`src/rtl/interval_timer_pkg.sv`:
```
package interval_timer_pkg;

  // Word offsets decoded from the address; the bench and software rely on them.
  localparam logic [2:0] OFS_LIMIT_RESTART = 3'd0;
  localparam logic [2:0] OFS_COUNT         = 3'd1;
  localparam logic [2:0] OFS_LIMIT_KEEP    = 3'd2;

  // Strobes from control to datapath.
  typedef struct packed {
    logic cntClear;   // restart count and prescaler
    logic limitLoad;  // capture a new limit
  } ctlStrobes_t;

endpackage

```
`src/rtl/it_datapath.sv`:
```
module it_datapath
  import interval_timer_pkg::*;
#(
  parameter int STEP_W   = 22,
  parameter int TICK_DIV = 125
) (
  input  logic              clk,
  input  logic              rstN,
  input  ctlStrobes_t       ctl,
  input  logic [STEP_W-1:0] limitField,
  output logic [STEP_W-1:0] stepCount,
  output logic [STEP_W-1:0] limitSteps,
  output logic              wrapEvent
);

  localparam logic [STEP_W-1:0] MAX_STEPS = '1;

  logic          tick;
  logic [STEP_W:0] nextStep;

  // Prescaler: one tick every TICK_DIV clocks, phase restarted by cntClear.
  generate
    if (TICK_DIV <= 1) begin : g_noDiv
      assign tick = 1'b1;
    end else begin : g_div
      localparam int TICK_W = $clog2(TICK_DIV);
      logic [TICK_W-1:0] tickCnt;
      always_ff @(posedge clk) begin
        if (!rstN || ctl.cntClear) begin
          tickCnt <= '0;
        end else if (tickCnt == TICK_W'(TICK_DIV - 1)) begin
          tickCnt <= '0;
        end else begin
          tickCnt <= tickCnt + TICK_W'(1);
        end
      end
      assign tick = (tickCnt == TICK_W'(TICK_DIV - 1));
    end
  endgenerate

  assign nextStep  = {1'b0, stepCount} + {{STEP_W{1'b0}}, 1'b1};
  assign wrapEvent = tick && !ctl.cntClear && (nextStep >= {1'b0, limitSteps});

  // Counter
  always_ff @(posedge clk) begin
    if (!rstN || ctl.cntClear) begin
      stepCount <= '0;
    end else if (wrapEvent) begin
      stepCount <= '0;
    end else if (tick) begin
      stepCount <= nextStep[STEP_W-1:0];
    end
  end

  // Limit register, zero selects the maximum
  always_ff @(posedge clk) begin
    if (!rstN) begin
      limitSteps <= MAX_STEPS;
    end else if (ctl.limitLoad) begin
      limitSteps <= (limitField == '0) ? MAX_STEPS : limitField;
    end
  end

  a_r5_clear_zeroes: assert property (@(posedge clk) disable iff (!rstN)
    ctl.cntClear |=> (stepCount == '0));

  a_r7_zero_means_max: assert property (@(posedge clk) disable iff (!rstN)
    (ctl.limitLoad && limitField == '0) |=> (limitSteps == MAX_STEPS));

  a_r2_single_steps: assert property (@(posedge clk) disable iff (!rstN)
    !$stable(stepCount) |-> (stepCount == '0 || stepCount == $past(stepCount) + STEP_W'(1)));

  a_r3_wrap_to_zero: assert property (@(posedge clk) disable iff (!rstN)
    wrapEvent |=> (stepCount == '0));

endmodule

```
`src/rtl/it_ctrl.sv`:
```
module it_ctrl
  import interval_timer_pkg::*;
#(
  parameter int DATA_W  = 32,
  parameter int STEP_W  = 22,
  parameter int STEP_LSB = 9
) (
  input  logic              clk,
  input  logic              rstN,
  input  logic              regWr,
  input  logic              regRd,
  input  logic [2:0]        regOfs,
  input  logic              wrapEvent,
  input  logic [STEP_W-1:0] stepCount,
  input  logic [STEP_W-1:0] limitSteps,
  output ctlStrobes_t       ctl,
  output logic [DATA_W-1:0] rdData,
  output logic              irqLevel
);

  logic reachedFlag;
  logic rdLimit;

  // Decode
  always_comb begin
    ctl.cntClear  = regWr && (regOfs == OFS_LIMIT_RESTART);
    ctl.limitLoad = regWr && (regOfs == OFS_LIMIT_RESTART || regOfs == OFS_LIMIT_KEEP);
    rdLimit       = regRd && (regOfs == OFS_LIMIT_RESTART);
  end

  // Sticky reached flag; an expiry beats an acknowledge on the same edge.
  always_ff @(posedge clk) begin
    if (!rstN) begin
      reachedFlag <= 1'b0;
    end else if (wrapEvent) begin
      reachedFlag <= 1'b1;
    end else if (rdLimit) begin
      reachedFlag <= 1'b0;
    end
  end

  // Interrupt level; also dropped by a restarting limit write.
  always_ff @(posedge clk) begin
    if (!rstN) begin
      irqLevel <= 1'b0;
    end else if (wrapEvent) begin
      irqLevel <= 1'b1;
    end else if (rdLimit || ctl.cntClear) begin
      irqLevel <= 1'b0;
    end
  end

  // Read mux
  always_comb begin
    case (regOfs)
      OFS_LIMIT_RESTART: rdData = {1'b0, limitSteps, {STEP_LSB{1'b0}}};
      OFS_COUNT:         rdData = {reachedFlag, stepCount, {STEP_LSB{1'b0}}};
      default:           rdData = '0;
    endcase
  end

  a_r3_expiry_flags: assert property (@(posedge clk) disable iff (!rstN)
    wrapEvent |=> (reachedFlag && irqLevel));

  a_r4_ack_clears: assert property (@(posedge clk) disable iff (!rstN)
    (rdLimit && !wrapEvent) |=> (!reachedFlag && !irqLevel));

  a_r3_irq_only_on_expiry: assert property (@(posedge clk) disable iff (!rstN)
    $rose(irqLevel) |-> $past(wrapEvent));

  a_r5_restart_drops_irq: assert property (@(posedge clk) disable iff (!rstN)
    (ctl.cntClear && !wrapEvent) |=> !irqLevel);

endmodule

```
`src/rtl/interval_timer.sv`:
```
module interval_timer
  import interval_timer_pkg::*;
#(
  parameter int DATA_W   = 32,
  parameter int ADDR_W   = 5,
  parameter int STEP_LSB = 9,
  parameter int TICK_DIV = 125
) (
  input  logic              clk,
  input  logic              rstN,
  input  logic              regWr,
  input  logic              regRd,
  input  logic [ADDR_W-1:0] regAddr,
  input  logic [DATA_W-1:0] regWdata,
  output logic [DATA_W-1:0] regRdata,
  output logic              irqOut
);

  localparam int STEP_W = DATA_W - 1 - STEP_LSB;

  ctlStrobes_t       ctl;
  logic              wrapEvent;
  logic [STEP_W-1:0] stepCount;
  logic [STEP_W-1:0] limitSteps;
  logic              unusedBits;

  assign unusedBits = ^{regAddr[1:0], regWdata[DATA_W-1], regWdata[STEP_LSB-1:0]};

  it_ctrl #(
    .DATA_W  (DATA_W),
    .STEP_W  (STEP_W),
    .STEP_LSB(STEP_LSB)
  ) u_ctrl (
    .clk       (clk),
    .rstN      (rstN),
    .regWr     (regWr),
    .regRd     (regRd),
    .regOfs    (regAddr[4:2]),
    .wrapEvent (wrapEvent),
    .stepCount (stepCount),
    .limitSteps(limitSteps),
    .ctl       (ctl),
    .rdData    (regRdata),
    .irqLevel  (irqOut)
  );

  it_datapath #(
    .STEP_W  (STEP_W),
    .TICK_DIV(TICK_DIV)
  ) u_dp (
    .clk       (clk),
    .rstN      (rstN),
    .ctl       (ctl),
    .limitField(regWdata[DATA_W-2:STEP_LSB]),
    .stepCount (stepCount),
    .limitSteps(limitSteps),
    .wrapEvent (wrapEvent)
  );

endmodule

```
`config.mk`:
```
export PLATFORM = sky130hd
export DESIGN_NAME = interval_timer
export DESIGN_NICKNAME = d
export VERILOG_FILES = /design/src/rtl/interval_timer_pkg.sv /design/src/rtl/it_datapath.sv /design/src/rtl/it_ctrl.sv /design/src/rtl/interval_timer.sv
export SDC_FILE = /design/constraint.sdc
export NUM_CORES = 1
export LEC_CHECK = 0
export BUFFER_PORTS_ARGS = -buffer_cell sky130_fd_sc_hd__buf_2
export CAP_MARGIN = 15
export CORE_UTILIZATION = 59
export CTS_CLUSTER_SIZE = 14
export DETAILED_ROUTE_END_ITERATION = 10
export PLACE_DENSITY_LB_ADDON = 0.05
export RECOVER_POWER = 25
export SYNTH_ARGS = -nofsm -noshare
export SYNTH_HDL_FRONTEND = slang
export SYNTH_SLANG_ARGS = --single-unit
```
`constraint.sdc`:
```
create_clock -name clk -period 5.7 [get_ports clk]
set_clock_uncertainty 0.1 [all_clocks]
set_input_delay 0.855 -clock clk [delete_from_list [all_inputs] [get_ports clk]]
set_output_delay 0.855 -clock clk [all_outputs]
set_load 0.02 [all_outputs]
```
==> impl_metrics.ini, run 1 <==
[status]
outcome = complete, no violations

[clock_network]
clk_pin_slew_ns = 0.09
cts_resized = 0
cts.sinks = 53
clk_latency_ns = 0.30
cts_buffers = 5
cts_tree = yes
max-clock-path-buffers = 2
post_cts_buffers = 0
htreeDepth = 2
clockRootBuffer = clkbuf_8
hold_buffers = 0

[logic_synthesis]
synth_xor_area_frac = 0.122
synth.area.top_cells = dfxtp_1 32%, ha_1 9.5%, xor2_1 6.6%
ys.flop_type = dfxtp_1
ys_seq_elements = 53
synthCells = 407
synth_compound_area_frac = 0.152
synthAdderAreaFrac = 0.0948
async_flop_share = 0
synthSimpleGateAreaFrac = 0.223
ys_seq_area_frac = 0.322
synth_edf_count = 0
synth_top_cell_area_share = 0.322
synth.distinct_cells = 39
yosysWarnings = 0
syn-cell-area_um2 = 3300
syn_area_per_cell_um2 = 8.11
synth_area_leader_cell = dfxtp_1
synthMuxAreaShare = 0.00303
synth_top_family_by_area = simple AND/OR/NAND/NOR gates

[drt]
postRouteAntennaNets = 0
vias = 2965
drt_wl_total_um = 7790
drt_iter0_drc = 132
wire_per_inst_um = 15.1
first_pass_iters = 4
via_per_inst = 5.74
drc = 0

[cells_and_area]
fin_area_um2 = 3640
area_delta_synth_final_pct = 10.4
fillers = 464
layout_common_cells = 53 x dfxtp_1, 52 x nand2_1, 50 x buf_2, 43 x nor2_1
fin_nets = 512
num_antenna_cells = 0
drive_gt1_frac = 0.150
fin_util = 0.695
mostFrequentLayoutCell = dfxtp_1

[power_and_ir_drop]
peakVddDrop_uv = 126
pwr_density_cell_nw_per_um2 = 200
p_leak_nw = 1.74

[worst_setup_path]
worstPathMaxFanout = 22
r2r-start = u_dp.stepCount[0]
cp.arrival_ns = 3.83
crit_type = reg2reg
cp-end-kind = flip-flop
reg2reg_to = u_dp.stepCount[4]
reg2reg_slack_ns = 1.95
crit_required_ns = 5.78
crit_path_start_kind = flip-flop
startpoint = u_dp.stepCount[0]
worst_r2r_path_depth = 11

[global_route]
grt_max_degree = 27
top_usage_layer = met2
met3_usage = 0.0393
grt_antenna_before_repair = 0
grt_pass1_wl_um = 12700
grt_use_total = 0.266
first_global_vias = 2736
grt_overflow = 0
grtUsageMet1 = 0.352
met2_usage = 0.443

[timing]
slew_headroom = 0.0993
period_share = 0.658
setup_viol = 0
period_needed_ns = 3.75
clock.fmax_mhz = 267
rsz0062_at_grt = false
drv_slew = 0
setup_tns_ns = 0
worst_slew_pin_slew_ns = 1.33
hold_viol_final = 0

[min_path]
worstHoldPathCells = 2
hp-class = reg2reg
hold_end = u_ctrl.reachedFlag
hold_start = u_ctrl.reachedFlag

[floorplanning]
dieWidth_um = 76.8
num_io_pins = 74
start_util = 0.630
die_area_um2 = 5900
fp.coreArea_um2 = 5240
rows = 26
die_y_um = 76.8

[placed_design]
dp_hpwl_um = 5550
gp_congestion = 0.841
numPortBuffers = 52
place_area_um2 = 3550

[run]
maxCapViolCount = 0
==> how the worst max path moves through the flow <==
| stage | end |
|---|---|
| 3_3_place_gp | u_dp.stepCount[12] |
| 3_5_place_dp | u_dp.stepCount[5] |
| 4_1_cts | u_dp.stepCount[5] |
| 5_1_grt | u_dp.stepCount[18] |
| 6_report | u_dp.stepCount[4] |
| 2_1_floorplan | u_dp.stepCount[1] |
==> Yosys cell counts, drive strengths merged, types with 2 or more instances <==
cell type,instances
a21boi,2
nand4,13
nor4,9
a21oi,10
xnor2,21
o22ai,22
xor2,25
nor2b,3
o21ai,7
buf,16
dfxtp,53
a211oi,4
nand3,15
a22o,22
and3,5
nor2,43
clkbuf,17
nor3,7
nand2,52
inv,24
ha,25
and2,2
==> sequential cells by signal (all words and copies together), names as in the netlist <==
signal and count:
u_ctrl.irqLevel 1, u_ctrl.reachedFlag 1, u_dp.g_div.tickCnt 7, u_dp.limitSteps 22, u_dp.stepCount 22
==> power breakdown <==
part	leakage [nW]	total, W	switching (W)	internal [W]
clock network	0.0585	0.000266	0.000122	0.000143
logic	1.25	0.0000803	0.0000503	0.0000300
registers	0.430	0.000383	0.00000607	0.000377
total	1.74	0.000729	0.000179	0.000550
==> cell type report <==
type / count / area (µm²) / share of cell area
sequential: 53 / 1060 / 0.291
clock buffer: 7 / 86.3 / 0.0237
clock inverter: 1 / 30.0 / 0.00824
tap: 70 / 87.6 / 0.0240
multi-input combinational: 305 / 2000 / 0.549
inverter: 24 / 90.1 / 0.0247
timing repair buffer: 57 / 288 / 0.0790
==> logic make-up after synthesis <==
family                     Yosys count
and+or+nand+nor                    153
AOI/OAI and AO/OA                   71
buffers and inverters               57
DFF                                 53
xor gates and xnor gates            46
adders and majority gates           25
other                                1
muxes                                1
==> metrics by stage <==
| stage | worst slack, ns | power (W) | instances | hold WS, ns |
|---|---|---|---|---|
| floorplan | 2.74 | 0.000447 | 415 | 0.330 |
| global placement | 2.11 | 0.000471 | 508 | 0.345 |
| detailed placement | 2.04 | 0.000472 | 508 | 0.358 |
| CTS | 2.01 | 0.000735 | 516 | 0.371 |
| global route | 1.76 | 0.000754 | 517 | 0.412 |
| finish | 1.95 | 0.000729 | 517 | 0.374 |
==> metal layers <==
layer / vias to the layer above / part of all wire
met5: - / 0
met4: 0 / 0.016
met3: 11 / 0.048
met2: 82 / 0.48
met1: 1398 / 0.46
li1: 1474 / -
==> critical path: stages, from the launching register on <==
cell and delay [ns]:
dfxtp_1 0.45, ha_1 0.27, nand3_2 0.23, nor4_4 0.51
xor2_1 0.15, ha_1 0.33, nand2_1 0.09, nor3_1 0.38
o31ai_1 0.13, a211oi_1 0.40, a211o_2 0.49, nor2_1 0.10
Power figures use the tool's default switching activity.
==> run 2, diff against run 1 <==
--- a/config.mk
+++ b/config.mk
@@ -7,7 +7,7 @@
 export LEC_CHECK = 0
 export BUFFER_PORTS_ARGS = -buffer_cell sky130_fd_sc_hd__buf_2
 export CAP_MARGIN = 15
-export CORE_UTILIZATION = 59
+export CORE_UTILIZATION = 55
 export CTS_CLUSTER_SIZE = 14
 export DETAILED_ROUTE_END_ITERATION = 10
 export PLACE_DENSITY_LB_ADDON = 0.05
==> constraint.sdc (replaced) <==
create_clock -name clk -period 3.8 [get_ports clk]
set_clock_uncertainty 0.1 [all_clocks]
set_input_delay 0.57 -clock clk [delete_from_list [all_inputs] [get_ports clk]]
set_output_delay 0.57 -clock clk [all_outputs]
set_load 0.02 [all_outputs]
==> run 2 against run 1 <==
Net effect:
- sequential share of layout area fell by 0.58 points
- clock power rose by 18%
- final area rose by 2.0%
- total power rose by 39%
- flip-flop and latch count did not move
- hold slack got worse by 0.0074 ns
- maximum frequency rose by 8.5%
- via count rose by 0.40%
- non-clock buffer count rose by 12
- register-to-register slack got worse by 1.6 ns
==> impl_metrics.ini, run 2 (same netlist as run 1, synthesis figures left out) <==
[floorplanning]
dieWidth_um = 79.5
die_y_um = 79.5
start_util = 0.585
fp.coreArea_um2 = 5640
num_io_pins = 74
rows = 27
die_area_um2 = 6310

[worst_setup_path]
worstPathMaxFanout = 18
cp-end-kind = flip-flop
crit_type = reg2reg
reg2reg_to = u_dp.stepCount[12]
cp_cell_sequence = ha_1, nand3_2, nor4_4, nand3_1, xnor2_1, ha_1, a21oi_1, o21ai_0, a211oi_1, a211oi_1, a211o_2, buf_12, nor2_1
crit_path_start_kind = flip-flop
r2r-start = u_dp.stepCount[1]
cp.arrival_ns = 3.60
critPathSlowestCell = a211o_2
slowest_delay_ns = 0.43
crit_required_ns = 3.94
worst_r2r_path_depth = 13
reg2reg_slack_ns = 0.34

[cells_and_area]
num_antenna_cells = 0
layout_common_cells = 53 x dfxtp_1, 52 x nand2_1, 47 x buf_2, 43 x nor2_1
fin_area_um2 = 3720
drive_gt1_frac = 0.161
fin_nets = 524
area_delta_synth_final_pct = 12.6
mostFrequentLayoutCell = dfxtp_1
multi_input_area_um2 = 2010
reg_top3 = u_dp.limitSteps: 22 flops, u_dp.stepCount: 22 flops, u_dp.g_div.tickCnt: 7 flops
regArea_um2 = 1060
fillers = 526

[clock_network]
hold_buffers = 0
cts_resized = 0
cts_tree = yes
clockRootBuffer = clkbuf_8
htreeDepth = 2
cts.sinks = 53
post_cts_buffers = 0
clk_latency_ns = 0.30
clk_pin_slew_ns = 0.09
cts_buffers = 5
max-clock-path-buffers = 2

[timing]
period_share = 0.910
hold_viol_final = 0
setup_viol = 0
rsz0062_at_grt = false
clock.fmax_mhz = 289
worst_slew_pin_slew_ns = 1.09
slew_headroom = 0.274
setup_tns_ns = 0
holdWs_ns = 0.367
drv_slew = 0
period_needed_ns = 3.46

[power_and_ir_drop]
p_switching_w = 0.000269
pwr_density_cell_nw_per_um2 = 272
combinationalPowerShare = 0.122
p_leak_nw = 1.78
peakVddDrop_uv = 169
p_int_w = 0.000741
switching_share = 0.266
p_seq_frac = 0.569
clkPwrFrac = 0.309
power_w = 0.00101

[placed_design]
dp_hpwl_um = 5770
place_area_um2 = 3660
gp_congestion = 0.825
numPortBuffers = 52

[drt]
first_pass_iters = 4
vias = 2977
via_per_inst = 5.61
wire_per_inst_um = 14.7
drt_wl_total_um = 7820
drt_iter0_drc = 154
drc = 0
postRouteAntennaNets = 0

[global_route]
grt_overflow = 0
grt_use_total = 0.256
grt_pass1_wl_um = 12700
grt_antenna_before_repair = 0
grt_max_degree = 27
first_global_vias = 2750

[status]
outcome = complete, no violations

[run]
maxCapViolCount = 0

[min_path]
worstHoldPathCells = 2
hp-class = reg2reg
hold_end = u_ctrl.reachedFlag
hold_start = u_ctrl.reachedFlag
-- run 2: final cells by class --
type	count	share of cell area
multi-input combinational	305	0.542
sequential	53	0.286
timing repair buffer	69	0.102
inverter	24	0.0242
tap	72	0.0242
clock buffer	6	0.0195
clock inverter	2	0.00269
-- run 2: worst max path at each step --
stage / startpoint / endpoint / slack (ns) / cells after the start
floorplan: u_dp.stepCount[0] / u_dp.stepCount[1] / 0.84 / 13
global placement: u_dp.stepCount[1] / u_dp.stepCount[10] / 0.45 / 12
detailed placement: u_dp.stepCount[1] / u_dp.stepCount[2] / 0.39 / 13
CTS: u_dp.stepCount[1] / u_dp.stepCount[2] / 0.37 / 13
global route: u_dp.stepCount[1] / u_dp.stepCount[7] / 0.06 / 12
finish: u_dp.stepCount[1] / u_dp.stepCount[12] / 0.34 / 13
-- run 2: worst max-delay path: cells and delay by family (launching register included) --
family / cells / cell delay [ns]
AOI/OAI and AO/OA: 5 / 1.14
xor gates and xnor gates: 1 / 0.15
adders and majority gates: 2 / 0.57
buffers and inverters: 1 / 0.18
DFF: 1 / 0.41
and+or+nand+nor: 4 / 0.86
-- run 2: metrics by stage --
step                      setup slack (ns)  utilization  instances
after floorplan                      0.836            -        415
after global placement               0.451        0.649        523
after detailed placement             0.395        0.649        523
after CTS                            0.373        0.663        531
after global routing                0.0638        0.659        531
final                                0.341        0.659        531
-- run 2: routing by layer --
metal	global-route usage	vias up	routed length, µm
li1	-	1491	-
met1	0.347	1416	3700
met2	0.421	65	3790
met3	0.0389	5	299
met4	0.0636	0	41
met5	0	-	0
-- run 2: power groups by stage --
stage | registers, W | logic, W | clock network (W)
2_1_floorplan | 0.000585 | 0.0000859 | 0
3_3_place_gp | 0.000587 | 0.000123 | 0
4_1_cts | 0.000575 | 0.000125 | 0.000321
6_report | 0.000575 | 0.000123 | 0.000313
3_5_place_dp | 0.000588 | 0.000124 | 0
5_1_grt | 0.000576 | 0.000134 | 0.000346
==> run 3, diff against run 2 <==
--- a/config.mk
+++ b/config.mk
@@ -10,6 +10,7 @@
 export CORE_UTILIZATION = 55
 export CTS_CLUSTER_SIZE = 14
 export DETAILED_ROUTE_END_ITERATION = 10
+export MAX_ROUTING_LAYER = met4
 export PLACE_DENSITY_LB_ADDON = 0.05
 export RECOVER_POWER = 25
 export SYNTH_ARGS = -nofsm -noshare
==> run 3 against run 2 <==
Net effect:
- clock power hardly changed
- die area unchanged
- hold slack barely moved
- wire length is 0.19% lower
- combinational power about the same
- sequential share of layout area unchanged
- maximum frequency grew 0.38%
- via count increased by 0.40%
- register-to-register slack about the same
- sequential power is essentially flat
- final cell count did not move
- critical path type unchanged
- largest power group unchanged
- highest routed layer unchanged
==> impl_metrics.ini, run 3 (same netlist as run 1, synthesis figures left out) <==
[drt]
wire_per_inst_um = 14.7
drt_wl_total_um = 7810
postRouteAntennaNets = 0
vias = 2989
drt_iter0_drc = 190
drc = 0
wl_met2_um = 3760
dr_wl_met3_um = 300
first_pass_iters = 4
drt-met1-wl_um = 3710
topRoutingLayerUsed = met4
via_per_inst = 5.63

[cells_and_area]
drive_gt1_frac = 0.161
fillers = 526
fin_nets = 524
regArea_um2 = 1060
reg_top3 = u_dp.limitSteps: 22 flops, u_dp.stepCount: 22 flops, u_dp.g_div.tickCnt: 7 flops
fin_area_um2 = 3720
num_antenna_cells = 0
multi_input_area_um2 = 2010
mostFrequentLayoutCell = dfxtp_1
area_delta_synth_final_pct = 12.6
layout_common_cells = 53 x dfxtp_1, 52 x nand2_1, 47 x buf_2, 43 x nor2_1

[clock_network]
cts.sinks = 53
clockRootBuffer = clkbuf_8
clk_pin_slew_ns = 0.09
max-clock-path-buffers = 2
htreeDepth = 2
hold_buffers = 0
post_cts_buffers = 0
cts_tree = yes
cts_buffers = 5
cts_resized = 0
clk_latency_ns = 0.30

[power_and_ir_drop]
p_seq_frac = 0.569
p_leak_nw = 1.78
p_int_w = 0.000741
switching_share = 0.266
power_w = 0.00101
p_switching_w = 0.000269
combinationalPowerShare = 0.122
pwr_density_cell_nw_per_um2 = 272
clkPwrFrac = 0.309
peakVddDrop_uv = 169

[worst_setup_path]
crit_required_ns = 3.94
reg2reg_slack_ns = 0.35
worstPathMaxFanout = 18
path_buf_inv = 1
cp_cell_sequence = ha_1, nand3_2, nor4_4, nand3_1, xnor2_1, ha_1, a21oi_1, o21ai_0, a211oi_1, a211oi_1, a211o_2, buf_12, nor2_1
worst_r2r_path_depth = 13
crit_cells = 13
cp-end-kind = flip-flop
slowest_delay_ns = 0.43
crit_type = reg2reg
reg2reg_to = u_dp.stepCount[12]
r2r-start = u_dp.stepCount[1]
cp_top_family = compound AO/OA/AOI/OAI gates
crit_path_start_kind = flip-flop
critPathSlowestCell = a211o_2
cp.arrival_ns = 3.59

[global_route]
grt_use_total = 0.263
first_global_vias = 2749
grt_max_degree = 27
grt_antenna_before_repair = 0
grt_pass1_wl_um = 12700
grt_overflow = 0

[placed_design]
place_area_um2 = 3660
numPortBuffers = 52
place_ws_ns = 0.395
gp_congestion = 0.837
dp_hpwl_um = 5770

[floorplanning]
rows = 27
num_io_pins = 74
dieWidth_um = 79.5
die_y_um = 79.5
fp.coreArea_um2 = 5640
die_area_um2 = 6310
start_util = 0.585

[timing]
holdWs_ns = 0.366
period_needed_ns = 3.45
slew_headroom = 0.280
worst_slew_pin_slew_ns = 1.08
setup_tns_ns = 0
period_share = 0.907
rsz0062_at_grt = false
hold_viol_final = 0
clock.fmax_mhz = 290
drv_slew = 0
setup_viol = 0
fin_ws_ns = 0.355

[status]
outcome = complete, no violations

[min_path]
hold_end = u_ctrl.reachedFlag
hold_start = u_ctrl.reachedFlag
hp-class = reg2reg
worstHoldPathCells = 2

[run]
maxCapViolCount = 0
==> run 3: cell counts in the layout (fill, tap and decap cells not counted) <==
No cell type changed its count.
==> run 3: worst max path at each step <==
stage                      start                 end  slack (ns)
3_5_place_dp   u_dp.stepCount[1]   u_dp.stepCount[2]        0.39
6_report       u_dp.stepCount[1]  u_dp.stepCount[12]        0.35
2_1_floorplan  u_dp.stepCount[0]   u_dp.stepCount[1]        0.84
3_3_place_gp   u_dp.stepCount[1]  u_dp.stepCount[10]        0.45
4_1_cts        u_dp.stepCount[1]   u_dp.stepCount[2]        0.37
5_1_grt        u_dp.stepCount[1]   u_dp.stepCount[7]        0.06
==> run 3: cell type report <==
| type | count | area share |
|---|---|---|
| clock buffers | 6 | 0.0195 |
| clock inverters | 2 | 0.00269 |
| inverters | 24 | 0.0242 |
| multi-input cells | 305 | 0.542 |
| flip-flops and latches | 53 | 0.286 |
| well taps | 72 | 0.0242 |
| repair buffers | 69 | 0.102 |
==> run 3: routing by layer <==
metal	track usage	up-vias
met4	0.0636	0
met1	0.347	1422
li1	-	1492
met2	0.421	70
met3	0.0389	5
met5	-	-
==> run 3: worst register-to-register path, cell delays in order, from the launching register on <==
cell and delay (ns):
dfxtp_1 0.41, ha_1 0.24, nand3_2 0.21, nor4_4 0.39
nand3_1 0.15, xnor2_1 0.15, ha_1 0.32, a21oi_1 0.15
o21ai_0 0.15, a211oi_1 0.25, a211oi_1 0.15, a211o_2 0.43
buf_12 0.18, nor2_1 0.11
==> run 3: power by group through the flow <==
stage	Combinational [W]	Sequential (W)	Clock [W]
floorplan	0.0000859	0.000585	0
global placement	0.000123	0.000587	0
detailed placement	0.000124	0.000588	0
CTS	0.000125	0.000575	0.000321
global route	0.000134	0.000576	0.000346
finish	0.000123	0.000575	0.000312
==> run 3: per-stage QoR <==
| stage | instances | utilization |
|---|---|---|
| after detailed placement | 523 | 0.649 |
| final | 531 | 0.659 |
| after global routing | 531 | 0.659 |
| after floorplan | 415 | - |
| after CTS | 531 | 0.663 |
| after global placement | 523 | 0.649 |
